[src/rtl/spi_master_pkg.sv]
package spi_master_pkg;
  // Strobes from the control to the datapath; at most one of load/drive per cycle
  typedef struct packed {
    logic load;    // move buffer into shifter (frame start)
    logic drive;   // launch next bit on mosi
    logic sample;  // capture miso
    logic done;    // last edge of the frame
  } dpStrobe_t;

  typedef enum logic [1:0] {
    ST_IDLE  = 2'd0,
    ST_XFER  = 2'd1,
    ST_TRAIL = 2'd2,
    ST_GAP   = 2'd3
  } ctrlState_t;
endpackage

[src/rtl/spi_master_ctrl.sv]
module spi_master_ctrl
  import spi_master_pkg::*;
#(
  parameter int DATA_W   = 8,
  parameter int HALF_DIV = 2
) (
  input  logic       clk,
  input  logic       rstN,
  input  logic       cpol,
  input  logic       cpha,
  input  logic       bufFull,
  output dpStrobe_t  strb,
  output logic       sclk,
  output logic       selActive,
  output logic       busy
);
  localparam int EDGES = 2 * DATA_W;
  localparam int EDGE_W = $clog2(EDGES);
  localparam int DIV_W = (HALF_DIV > 1) ? $clog2(HALF_DIV) : 1;

  ctrlState_t state;
  logic [DIV_W-1:0] divCnt;
  logic [EDGE_W-1:0] edgeCnt;
  logic phase;
  logic tick, edgeTick, lastEdge, oddEdge, startIdle, chain;

  assign tick      = (divCnt == DIV_W'(HALF_DIV - 1));
  assign edgeTick  = (state == ST_XFER) && tick;
  assign lastEdge  = (edgeCnt == EDGE_W'(EDGES - 1));
  assign oddEdge   = ~edgeCnt[0];  // edge number edgeCnt+1 is odd
  assign startIdle = (state == ST_IDLE) && bufFull;
  assign chain     = edgeTick && lastEdge && cpha && bufFull;

  always_comb begin
    strb.load   = startIdle || chain;
    strb.sample = edgeTick && (cpha ? ~oddEdge : oddEdge);
    strb.drive  = edgeTick && ~lastEdge && (cpha ? oddEdge : ~oddEdge);
    strb.done   = edgeTick && lastEdge;
  end

  always_ff @(posedge clk or negedge rstN) begin
    if (!rstN) begin
      state   <= ST_IDLE;
      divCnt  <= '0;
      edgeCnt <= '0;
      phase   <= 1'b0;
    end else begin
      if (state == ST_IDLE) divCnt <= '0;
      else divCnt <= tick ? '0 : divCnt + 1'b1;
      case (state)
        ST_IDLE: if (startIdle) begin
          state   <= ST_XFER;
          edgeCnt <= '0;
        end
        ST_XFER: if (tick) begin
          phase <= ~phase;
          if (lastEdge) begin
            edgeCnt <= '0;
            if (!chain) state <= ST_TRAIL;
          end else begin
            edgeCnt <= edgeCnt + 1'b1;
          end
        end
        ST_TRAIL: if (tick) state <= ST_GAP;
        default:  if (tick) state <= ST_IDLE;
      endcase
    end
  end

  assign sclk      = cpol ^ phase;
  assign selActive = (state == ST_XFER) || (state == ST_TRAIL);
  assign busy      = (state != ST_IDLE);
endmodule

[src/rtl/spi_master_dp.sv]
module spi_master_dp
  import spi_master_pkg::*;
#(
  parameter int DATA_W = 8
) (
  input  logic              clk,
  input  logic              rstN,
  input  logic              cpha,
  input  logic              lsbFirst,
  input  dpStrobe_t         strb,
  input  logic              wrStrobe,
  input  logic [DATA_W-1:0] wrData,
  input  logic              rxRead,
  input  logic              miso,
  output logic              bufFull,
  output logic              mosi,
  output logic [DATA_W-1:0] rxData,
  output logic              rxFull
);
  logic [DATA_W-1:0] bufReg, txSh, rxSh, rxNext;

  function automatic logic headBit(input logic [DATA_W-1:0] v, input logic lsb);
    return lsb ? v[0] : v[DATA_W-1];
  endfunction

  function automatic logic [DATA_W-1:0] dropHead(input logic [DATA_W-1:0] v, input logic lsb);
    return lsb ? (v >> 1) : (v << 1);
  endfunction

  always_comb begin
    rxNext = rxSh;
    if (strb.sample)
      rxNext = lsbFirst ? {miso, rxSh[DATA_W-1:1]} : {rxSh[DATA_W-2:0], miso};
  end

  always_ff @(posedge clk or negedge rstN) begin
    if (!rstN) begin
      bufReg  <= '0;
      bufFull <= 1'b0;
      txSh    <= '0;
      rxSh    <= '0;
      mosi    <= 1'b0;
      rxData  <= '0;
      rxFull  <= 1'b0;
    end else begin
      if (strb.load) begin
        bufFull <= 1'b0;
        if (cpha) begin
          txSh <= bufReg;
        end else begin
          mosi <= headBit(bufReg, lsbFirst);
          txSh <= dropHead(bufReg, lsbFirst);
        end
      end else if (wrStrobe && !bufFull) begin
        bufReg  <= wrData;
        bufFull <= 1'b1;
      end
      if (strb.drive) begin
        mosi <= headBit(txSh, lsbFirst);
        txSh <= dropHead(txSh, lsbFirst);
      end
      rxSh <= rxNext;
      if (strb.done) begin
        rxData <= rxNext;
        rxFull <= 1'b1;
      end else if (rxRead) begin
        rxFull <= 1'b0;
      end
    end
  end
endmodule

[src/rtl/spi_master_core.sv]
module spi_master_core
  import spi_master_pkg::*;
#(
  parameter int DATA_W   = 8,
  parameter int HALF_DIV = 2
) (
  input  logic              clk,
  input  logic              rstN,
  input  logic              cpol,
  input  logic              cpha,
  input  logic              lsbFirst,
  input  logic              autoSelEn,
  input  logic              wrStrobe,
  input  logic [DATA_W-1:0] wrData,
  input  logic              rxRead,
  input  logic              miso,
  output logic              txEmpty,
  output logic [DATA_W-1:0] rxData,
  output logic              rxFull,
  output logic              busy,
  output logic              sclk,
  output logic              mosi,
  output logic              ssN
);
  dpStrobe_t strb;
  logic bufFull, selActive;

  spi_master_ctrl #(.DATA_W(DATA_W), .HALF_DIV(HALF_DIV)) ctrl (
    .clk(clk), .rstN(rstN), .cpol(cpol), .cpha(cpha), .bufFull(bufFull),
    .strb(strb), .sclk(sclk), .selActive(selActive), .busy(busy)
  );

  spi_master_dp #(.DATA_W(DATA_W)) dp (
    .clk(clk), .rstN(rstN), .cpha(cpha), .lsbFirst(lsbFirst), .strb(strb),
    .wrStrobe(wrStrobe), .wrData(wrData), .rxRead(rxRead), .miso(miso),
    .bufFull(bufFull), .mosi(mosi), .rxData(rxData), .rxFull(rxFull)
  );

  assign txEmpty = ~bufFull;
  assign ssN     = ~(autoSelEn & selActive);
endmodule

[config.mk]
export PLATFORM = sky130hd
export DESIGN_NAME = spi_master_core
export DESIGN_NICKNAME = d
export VERILOG_FILES = /design/src/rtl/spi_master_pkg.sv /design/src/rtl/spi_master_ctrl.sv /design/src/rtl/spi_master_dp.sv /design/src/rtl/spi_master_core.sv
export SDC_FILE = /design/constraint.sdc
export NUM_CORES = 1
export LEC_CHECK = 0
export BUFFER_PORTS_ARGS = -buffer_cell sky130_fd_sc_hd__buf_4
export CAP_MARGIN = 25
export CORE_UTILIZATION = 51
export CTS_CLUSTER_DIAMETER = 60
export DETAILED_ROUTE_END_ITERATION = 16
export GPL_ROUTABILITY_DRIVEN = 0
export HOLD_SLACK_MARGIN = 0.1
export PLACE_DENSITY = 0.83
export SYNTH_ARGS = -nofsm -noshare
export SYNTH_HDL_FRONTEND = slang
export SYNTH_SLANG_ARGS = --single-unit
[constraint.sdc]
create_clock -name clk -period 2.09 [get_ports clk]
set_input_delay 0.3135 -clock clk [delete_from_list [all_inputs] [get_ports clk]]
set_output_delay 0.3135 -clock clk [all_outputs]
set_load 0.1 [all_outputs]
==> flow_summary.yaml, run 1 <==
sta:
  maxSlewHeadroom_pct: 57.0
  final-hold-violation-count: 0
  fin_skew_ns: 0.00664
  fmax_mhz: 516
  setup_violations: 0
  hold_ws_ns: 0.200
  timing.final.crit_share_pct: 92.8
  fin_crit_ns: 1.94
  tns_ns: 0
  tightest_slew_ns: 0.629
  slew_viol_final: 0
  rsz0062_at_grt: "false"
drt:
  antenna_left: 0
  drcViolationCount: 0
  firstDrtPassIters: 4
  vias: 1694
  wl_um: 4220
  viasPerCell: 5.45
  drtIter0Drc: 91
  wl_per_cell_um: 13.6
floorplanning:
  core_area_um2: 4350
  die_x_um: 69.5
  start_util_pct: 53.3
  chipHeight_um: 69.5
  io_pins: 31
  dieArea_um2: 4830
  rows: 24
synthesis:
  synth_area_leaders: "dfrtp_1, mux2_2, mux2i_1"
  ys_seq_elements: 43
  syn_area_per_cell_um2: 10.4
  synthFlopType: "dfrtp_1"
  synth_area_um2: 2320
  synth_cell_types: 33
  yosys.area.top_type_share_pct: 46.3
  synth_cells: 224
  ys_seq_area_share_pct: 46.3
  synth_edf_count: 0
  ys_warn_count: 0
  synth_nets: 246
  yosysTopAreaCell: "dfrtp_1"
  ys_async_sr_fraction_pct: 100
final_layout:
  num-nets-final: 280
  final_common_cell: "dfrtp_1"
  drive_gt1_share_pct: 31.7
  syn_to_final_growth_pct: 17.7
  antenna_cells: 0
  layout_common_cells: "dfrtp_1, buf_4, mux2_2, nand2_1, nor2_1"
power:
  ir_worst_vdd_mv: 1.66
  p_leak_nw: 1.20
  total_power_mw: 3.95
  power.density_nw_per_um2: 1450
critical_path:
  worstSetupStartpointType: "register"
  crit_path_frequent_cell: "mux2_2"
  crit_fanout: 8
  worst-path-buf-inv: 1
  crit_chain: "ha_2 -> and3_1 -> nor3b_1 -> buf_4 -> mux2_2 -> mux2_2"
  max_stage_delay_ns: 0.43
  crit_slowest_cell: "dfrtp_1"
  cp.required_ns: 2.28
  cp-end-kind: "register"
  path_class: "register to register"
  cp_top_family: "multiplexers"
  critPathArrivalTime_ns: 2.13
global_routing:
  grt_pass1_wl_um: 7420
  antenna_found_initial: 0
  grt_max_degree: 44
  grt_overflow_total: 0
  grt_pass1_vias: 1652
  grtUsageTotal_pct: 19.3
placement:
  hpwl_um: 3000
  portBuffers: 30
min_path:
  hold_class: "input pin to register"
clocking:
  root_buffer: "clkbuf_8"
  numCtsBuffers: 5
  cts_tree: "yes"
  cts_buffer_depth: 2
  clk_pin_slew_ns: 0.08
  ctsHtreeMaxLevel: 2
  cts_sinks: 43
  insertion_delay_ns: 0.31
job:
  max_cap_violations: 0
run_status:
  outcome: "completed"
synthesized netlist by cell type (all sizes together) (3+ instances only):
cell type / n
nand2: 23
dfrtp: 43
a21oi: 4
mux2i: 11
nor2: 21
ha: 5
o31ai: 10
nor2b: 11
nor3: 3
nand2b: 3
o21ai: 11
mux2: 29
nand3: 6
inv: 6
buf: 6
a2111oi: 8
clkbuf: 8
where the power goes:
part	total [mW]	internal (mW)	switching, mW
combinational	1.98	0.798	1.19
clock	0.530	0.234	0.296
sequential	1.44	1.16	0.276
total	3.95	2.20	1.76
sequential cells by signal, indices dropped and copies added, names as in the netlist:
signal        count
dp.bufReg         8
dp.mosi           1
dp.rxFull         1
dp.bufFull        1
ctrl.state        2
dp.txSh           8
ctrl.divCnt       1
ctrl.phase        1
ctrl.edgeCnt      4
dp.rxData         8
dp.rxSh           8
stage by stage:
step / setup WS [ns] / utilization [%] / area, µm² / cells
5_1_grt: 0.0375 / 62.8 / 2730 / 311
3_5_place_dp: 0.0779 / 60.1 / 2620 / 300
4_1_cts: 0.0637 / 62.2 / 2710 / 309
3_3_place_gp: 0.118 / 60.1 / 2620 / 300
6_report: 0.151 / 62.8 / 2730 / 311
2_1_floorplan: 0.0709 / - / 2330 / 224
what timing repair did:
item / 4_1_cts / 5_1_grt
hold buffers: 1 / 0
gates resized for setup: 0 / 2
setup endpoints to repair: 0 / 9
endpoints found under the hold margin: 43 / 0
buffers inserted: 0 / 2
layout make-up:
| class | instances | area [µm²] |
|---|---|---|
| clock buffers | 6 | 72.6 |
| clock inverters | 2 | 12.5 |
| fillers | 372 | 1620 |
| inverters | 6 | 22.5 |
| multi-input cells | 161 | 1170 |
| flip-flops and latches | 43 | 1080 |
| well taps | 52 | 65.1 |
| repair buffers | 41 | 310 |
cell families after synthesis:
logic type	count (synthesis)	share of synthesized area, %
adders and majority gates	5	2.69
DFF	43	46.3
muxes	40	18.8
and+or+nand+nor	72	14.4
buffers and inverters	20	3.77
AOI/OAI and AO/OA	41	12.8
xor gates and xnor gates	3	1.13
layer usage:
layer	vias to the layer above	part of all wire (%)	wire, µm	GRT usage, %
met2	35	44	1870	30.4
met3	6	4.4	187	5.81
met5	-	0	0	0
li1	862	-	-	-
met1	791	50	2110	25.2
met4	0	1.3	55	7.03
final timing paths:
kind / cells after the start / slack, ns / end / from
setup / recovery: 6 / 0.15 / dp.txSh[5] / ctrl.edgeCnt[0]
setup reg to reg: 6 / 0.15 / dp.txSh[5] / ctrl.edgeCnt[0]
max in group asynchronous: 2 / 1.19 / dp.mosi / rstN
min in group asynchronous: 2 / 0.53 / dp.rxSh[2] / rstN
hold / removal: 2 / 0.20 / dp.rxFull / rxRead
hold reg to reg: 2 / 0.48 / dp.rxData[5] / dp.rxData[5]
No activity file was read; power rests on OpenSTA's default activity.
==> inputs of run 2 (changes only) <==
SYNTH_HIERARCHICAL = 1   (was default)
==> run 2 against run 1 <==
Effect of this change: routed wire length down 2.1%; count of clock-buffer cells in the layout is the same; maximum frequency grew 2.7%; largest power group unchanged.
==> flow_summary.yaml, run 2 <==
run_status:
  outcome: "completed"
floorplanning:
  die_x_um: 69.4
  chipHeight_um: 69.4
  io_pins: 31
  dieArea_um2: 4820
  start_util_pct: 53.3
  core_area_um2: 4350
  rows: 24
min_path:
  hold_path_depth: 3
  min_to: "dp/bufFull"
  hold_class: "input pin to register"
  worstHoldStart: "wrStrobe"
sta:
  maxSlewHeadroom_pct: 64.6
  setup_slack_ns: 0.201
  setup_violations: 0
  slew_viol_final: 0
  timing.final.crit_share_pct: 90.4
  tns_ns: 0
  final-hold-violation-count: 0
  fmax_mhz: 529
  tightest_slew_ns: 0.530
  fin_crit_ns: 1.89
  fin_skew_ns: 0.00527
  rsz0062_at_grt: "false"
critical_path:
  crit_path_frequent_cell: "a211oi_1"
  r2r_setup_slack_ns: 0.20
  cp_top_family: "compound AO/OA/AOI/OAI gates"
  r2r-end: "dp/txSh[7]"
  critPathArrivalTime_ns: 2.06
  worst-path-buf-inv: 1
  cp.required_ns: 2.26
  rr_startpoint: "ctrl/edgeCnt[1]"
  crit_slowest_cell: "dfrtp_1"
  crit_fanout: 11
  worstSetupStartpointType: "register"
  rr_worst_depth: 7
  critical_path_depth: 7
  cp-end-kind: "register"
  path_class: "register to register"
  max_stage_delay_ns: 0.39
  crit_chain: "ha_1 -> nand3_1 -> o21ai_2 -> buf_4 -> nand2b_1 -> a211oi_1 -> a211oi_1"
synthesis:
  synth_area_leaders: "dfrtp_1, mux2_2, mux2i_1"
  synth_nets: 228
  ys_async_sr_fraction_pct: 100
  synthFlopType: "dfrtp_1"
  yosys.area.top_type_share_pct: 46.4
  ys_warn_count: 6
  yosysTopAreaCell: "dfrtp_1"
  synth_cells: 207
  synth_area_um2: 2320
  synth_cell_types: 40
  synth.most_common_cell: "dfrtp_1"
  syn_area_per_cell_um2: 11.2
  ys_top_cells_by_count: "dfrtp_1, mux2_2, a21oi_1, mux2i_1, nor2_1"
  ys_seq_elements: 43
  synth_edf_count: 0
  ys_seq_area_share_pct: 46.4
global_routing:
  grtUsageTotal_pct: 18.7
  grt_pass1_vias: 1576
  grt_max_degree: 44
  antenna_found_initial: 0
  grt_pass1_wl_um: 7020
  grt_overflow_total: 0
clocking:
  cts_tree: "yes"
  cts_buffer_depth: 2
  clk_pin_slew_ns: 0.07
  cts_sinks: 43
  insertion_delay_ns: 0.29
  post_cts_buffers: 0
  root_buffer: "clkbuf_8"
  ctsHtreeMaxLevel: 2
  numCtsBuffers: 5
drt:
  antenna_left: 0
  drcViolationCount: 0
  wl_per_cell_um: 14.1
  wl_um: 4140
  viasPerCell: 5.56
  vias: 1628
  firstDrtPassIters: 4
  drtIter0Drc: 128
power:
  power.density_nw_per_um2: 1420
  p_leak_nw: 1.26
  total_power_mw: 3.80
  ir_worst_vdd_mv: 0.618
final_layout:
  final_common_cell: "dfrtp_1"
  fillerInstances: 352
  num-nets-final: 263
  syn_to_final_growth_pct: 15.5
  final_area_um2: 2680
  antenna_cells: 0
  drive_gt1_share_pct: 33.2
  final_cell_count_no_fill: 293
  layout_common_cells: "dfrtp_1, buf_4, mux2_2, mux2i_1, a21oi_1"
placement:
  dp.cells: 286
  dpl-instance-area_um2: 2590
  place_ws_ns: 0.131
  hpwl_um: 2980
  portBuffers: 30
job:
  max_cap_violations: 0
-- run 2: routing by layer --
layer / GRT usage, % / share of wire [%]
met5: 0 / 0
met4: 9.98 / 1.8
met3: 5.23 / 4.6
met2: 28.6 / 46
met1: 24.3 / 48
-- run 2: layout make-up --
class | count | area (µm²) | area share (%)
Timing Repair Buffer | 40 | 303 | 11.3
Multi-Input combinational cell | 146 | 1140 | 42.6
Clock buffer | 6 | 72.6 | 2.71
Tap cell | 52 | 65.1 | 2.43
Sequential cell | 43 | 1080 | 40.1
Inverter | 6 | 22.5 | 0.840
-- run 2: repair_timing --
action / 4_1_cts / 5_1_grt
resized for setup: 0 / 1
hold buffers: 1 / 0
setup endpoints to repair: 0 / 2
hold endpoints to repair: 43 / 0
-- run 2: through the flow --
stage	hold WS, ns	utilization, %
floorplan	0.0179	-
global placement	0.334	59.6
detailed placement	0.339	59.6
CTS	0.234	61.5
global route	0.244	61.6
finish	0.240	61.6
-- run 2: power by group --
group	switching [mW]	internal, mW	leakage, nW
sequential	0.254	1.15	0.532
clock	0.255	0.223	0.0371
combinational	1.12	0.803	0.692
-- run 2: worst max-delay path by stage --
stage                    start            to
2_1_floorplan    ctrl/state[1]    dp/txSh[0]
3_3_place_gp   ctrl/edgeCnt[1]  dp/bufReg[4]
3_5_place_dp   ctrl/edgeCnt[1]    dp/txSh[7]
4_1_cts        ctrl/edgeCnt[1]    dp/txSh[7]
5_1_grt        ctrl/edgeCnt[1]    dp/txSh[7]
6_report       ctrl/edgeCnt[1]    dp/txSh[7]
-- run 2: cells by family after synthesis --
logic type / count (synthesis) / synth area share [%]
DFF: 43 / 46.4
adders and majority gates: 4 / 2.16
AOI/OAI and AO/OA: 42 / 10.7
muxes: 48 / 22.6
buffers and inverters: 18 / 4.91
xor gates and xnor gates: 3 / 1.13
and+or+nand+nor: 49 / 12.1
-- run 2: tightest hold or removal path: cells and delay by family --
family                 cells  cell delay (ns)
AND/OR/NAND/NOR            2             0.10
buffers and inverters      1             0.09
==> inputs of run 3 (changes only) <==
BUFFER_PORTS_ARGS = -buffer_cell sky130_fd_sc_hd__buf_2   (was -buffer_cell sky130_fd_sc_hd__buf_4)
PLACE_DENSITY = 0.75   (was 0.83)
==> run 3 against run 2 <==
Effect of this change: cell count grew 1.7%; design area increased by 0.28%; sequential power barely moved; first-iteration DRC count fell by 47%; critical path depth decreased by 2; utilization is 0.17 points higher; via count increased by 0.61%; flip-flop and latch count is the same; critical path type is now register to output port; highest routed layer unchanged.
==> flow_summary.yaml, run 3 (synthesis results as in run 2) <==
run_status:
  outcome: "completed"
sta:
  fmax_mhz: 522
  timing.final.crit_share_pct: 91.6
  final-hold-violation-count: 0
  setup_slack_ns: 0.175
  setup_violations: 0
  slew_viol_final: 0
  maxSlewHeadroom_pct: 60.7
  tightest_slew_ns: 0.589
  fin_skew_ns: 0.00550
  rsz0062_at_grt: "false"
  tns_ns: 0
  fin_crit_ns: 1.92
final_layout:
  num-nets-final: 266
  fillerInstances: 342
  utilization_pct: 61.7
  drive_gt1_share_pct: 34.6
  seq_area_um2: 1080
  antenna_cells: 0
  final_common_cell: "dfrtp_1"
  syn_to_final_growth_pct: 15.9
  multi_input_area_um2: 1140
  layout_common_cells: "dfrtp_1, mux2_2, buf_2, mux2i_1, a21oi_1"
power:
  p_comb_share_pct: 46.4
  switching_share_pct: 40.9
  p_seq_share_pct: 34.9
  power.density_nw_per_um2: 1510
  switchingPower_mw: 1.66
  ir_worst_vdd_mv: 0.699
  pwr-share-clk_pct: 18.8
  p_int_mw: 2.40
  p_leak_nw: 1.28
clocking:
  post_cts_buffers: 0
  cts_resized: 0
  cts_sinks: 43
  insertion_delay_ns: 0.30
  cts_buffer_depth: 2
  root_buffer: "clkbuf_8"
  cts_hold_buffers: 1
  ctsHtreeMaxLevel: 2
  clk_pin_slew_ns: 0.08
  numCtsBuffers: 5
  cts_tree: "yes"
global_routing:
  grt_pass1_vias: 1577
  grt_max_degree: 44
  grt_pass1_wl_um: 7420
  grt_overflow_total: 0
  grtUsageTotal_pct: 19.4
  antenna_found_initial: 0
floorplanning:
  chipHeight_um: 69.4
  dieArea_um2: 4820
  start_util_pct: 53.3
  rows: 24
  die_x_um: 69.4
  core_area_um2: 4350
  io_pins: 31
drt:
  firstDrtPassIters: 4
  wl_um: 4190
  drtIter0Drc: 68
  drcViolationCount: 0
  antenna_left: 0
  wl_per_cell_um: 14.0
  vias: 1638
  viasPerCell: 5.50
job:
  max_cap_violations: 0
critical_path:
  path_class: "register to output port"
  rr_startpoint: "ctrl/edgeCnt[1]"
  critPathArrivalTime_ns: 1.60
  crit_fanout: 7
  cp-end-kind: "output port"
  r2r-end: "dp/bufReg[1]"
  r2r_setup_slack_ns: 0.18
  worstSetupStartpointType: "register"
  rr_worst_depth: 5
  cp.required_ns: 1.78
min_path:
  hold_class: "input pin to register"
  hold_path_depth: 2
  worstHoldStart: "wrData[0]"
  min_to: "dp/bufReg[0]"
placement:
  hpwl_um: 2900
  place_ws_ns: 0.188
  portBuffers: 30
## run 3: cell types whose count changed in the layout (fill, tap and decap cells not counted), sizes merged
cell	before	now
buf	39	42
bufinv	0	2
clkbuf	6	5
clkinvlp	0	1
## run 3: worst max-delay path by stage
stage,start,endpoint,slack [ns],cells after the start
after floorplan,ctrl/state[1],dp/txSh[0],0.04,9
after global placement,ctrl/edgeCnt[1],dp/bufReg[6],0.24,5
after detailed placement,ctrl/edgeCnt[1],dp/bufReg[1],0.19,5
after CTS,ctrl/state[0],busy,0.16,5
after global routing,ctrl/edgeCnt[1],dp/bufReg[3],0.05,5
final,ctrl/state[0],busy,0.17,5
## run 3: cell type report
type	count	share of cell area, %
tap	52	2.42
inverter	6	0.838
clock inverter	3	2.51
timing repair buffer	43	9.31
clock buffer	5	2.56
sequential	43	40.0
multi-input combinational	146	42.3
## run 3: routing by layer
metal	up-vias	routed length, µm	global-route usage (%)
met5	-	0	0
met4	0	70	6.80
met3	6	166	4.80
met2	35	1900	28.4
li1	821	-	-
met1	776	2050	28.3
## run 3: worst max-delay path, stage by stage (launching register included)
cell and delay [ns]:
dfrtp_1 0.40, inv_1 0.08, ha_1 0.21, buf_4 0.16
inv_1 0.04, buf_2 0.41
## run 3: per-stage QoR
step | cell area, µm² | hold WS (ns) | power, mW | instances
2_1_floorplan | 2330 | 0.0179 | 2.90 | 207
3_3_place_gp | 2540 | 0.420 | 3.28 | 289
3_5_place_dp | 2540 | 0.418 | 3.31 | 289
4_1_cts | 2690 | 0.236 | 4.09 | 298
5_1_grt | 2690 | 0.233 | 4.37 | 298
6_report | 2690 | 0.243 | 4.06 | 298
## run 3: power by group through the flow
stage | Sequential (mW) | Clock, mW | Combinational, mW
after floorplan | 1.43 | 0 | 1.47
after global placement | 1.42 | 0 | 1.86
after detailed placement | 1.43 | 0 | 1.88
after CTS | 1.42 | 0.778 | 1.89
after global routing | 1.46 | 0.812 | 2.09
final | 1.42 | 0.762 | 1.88
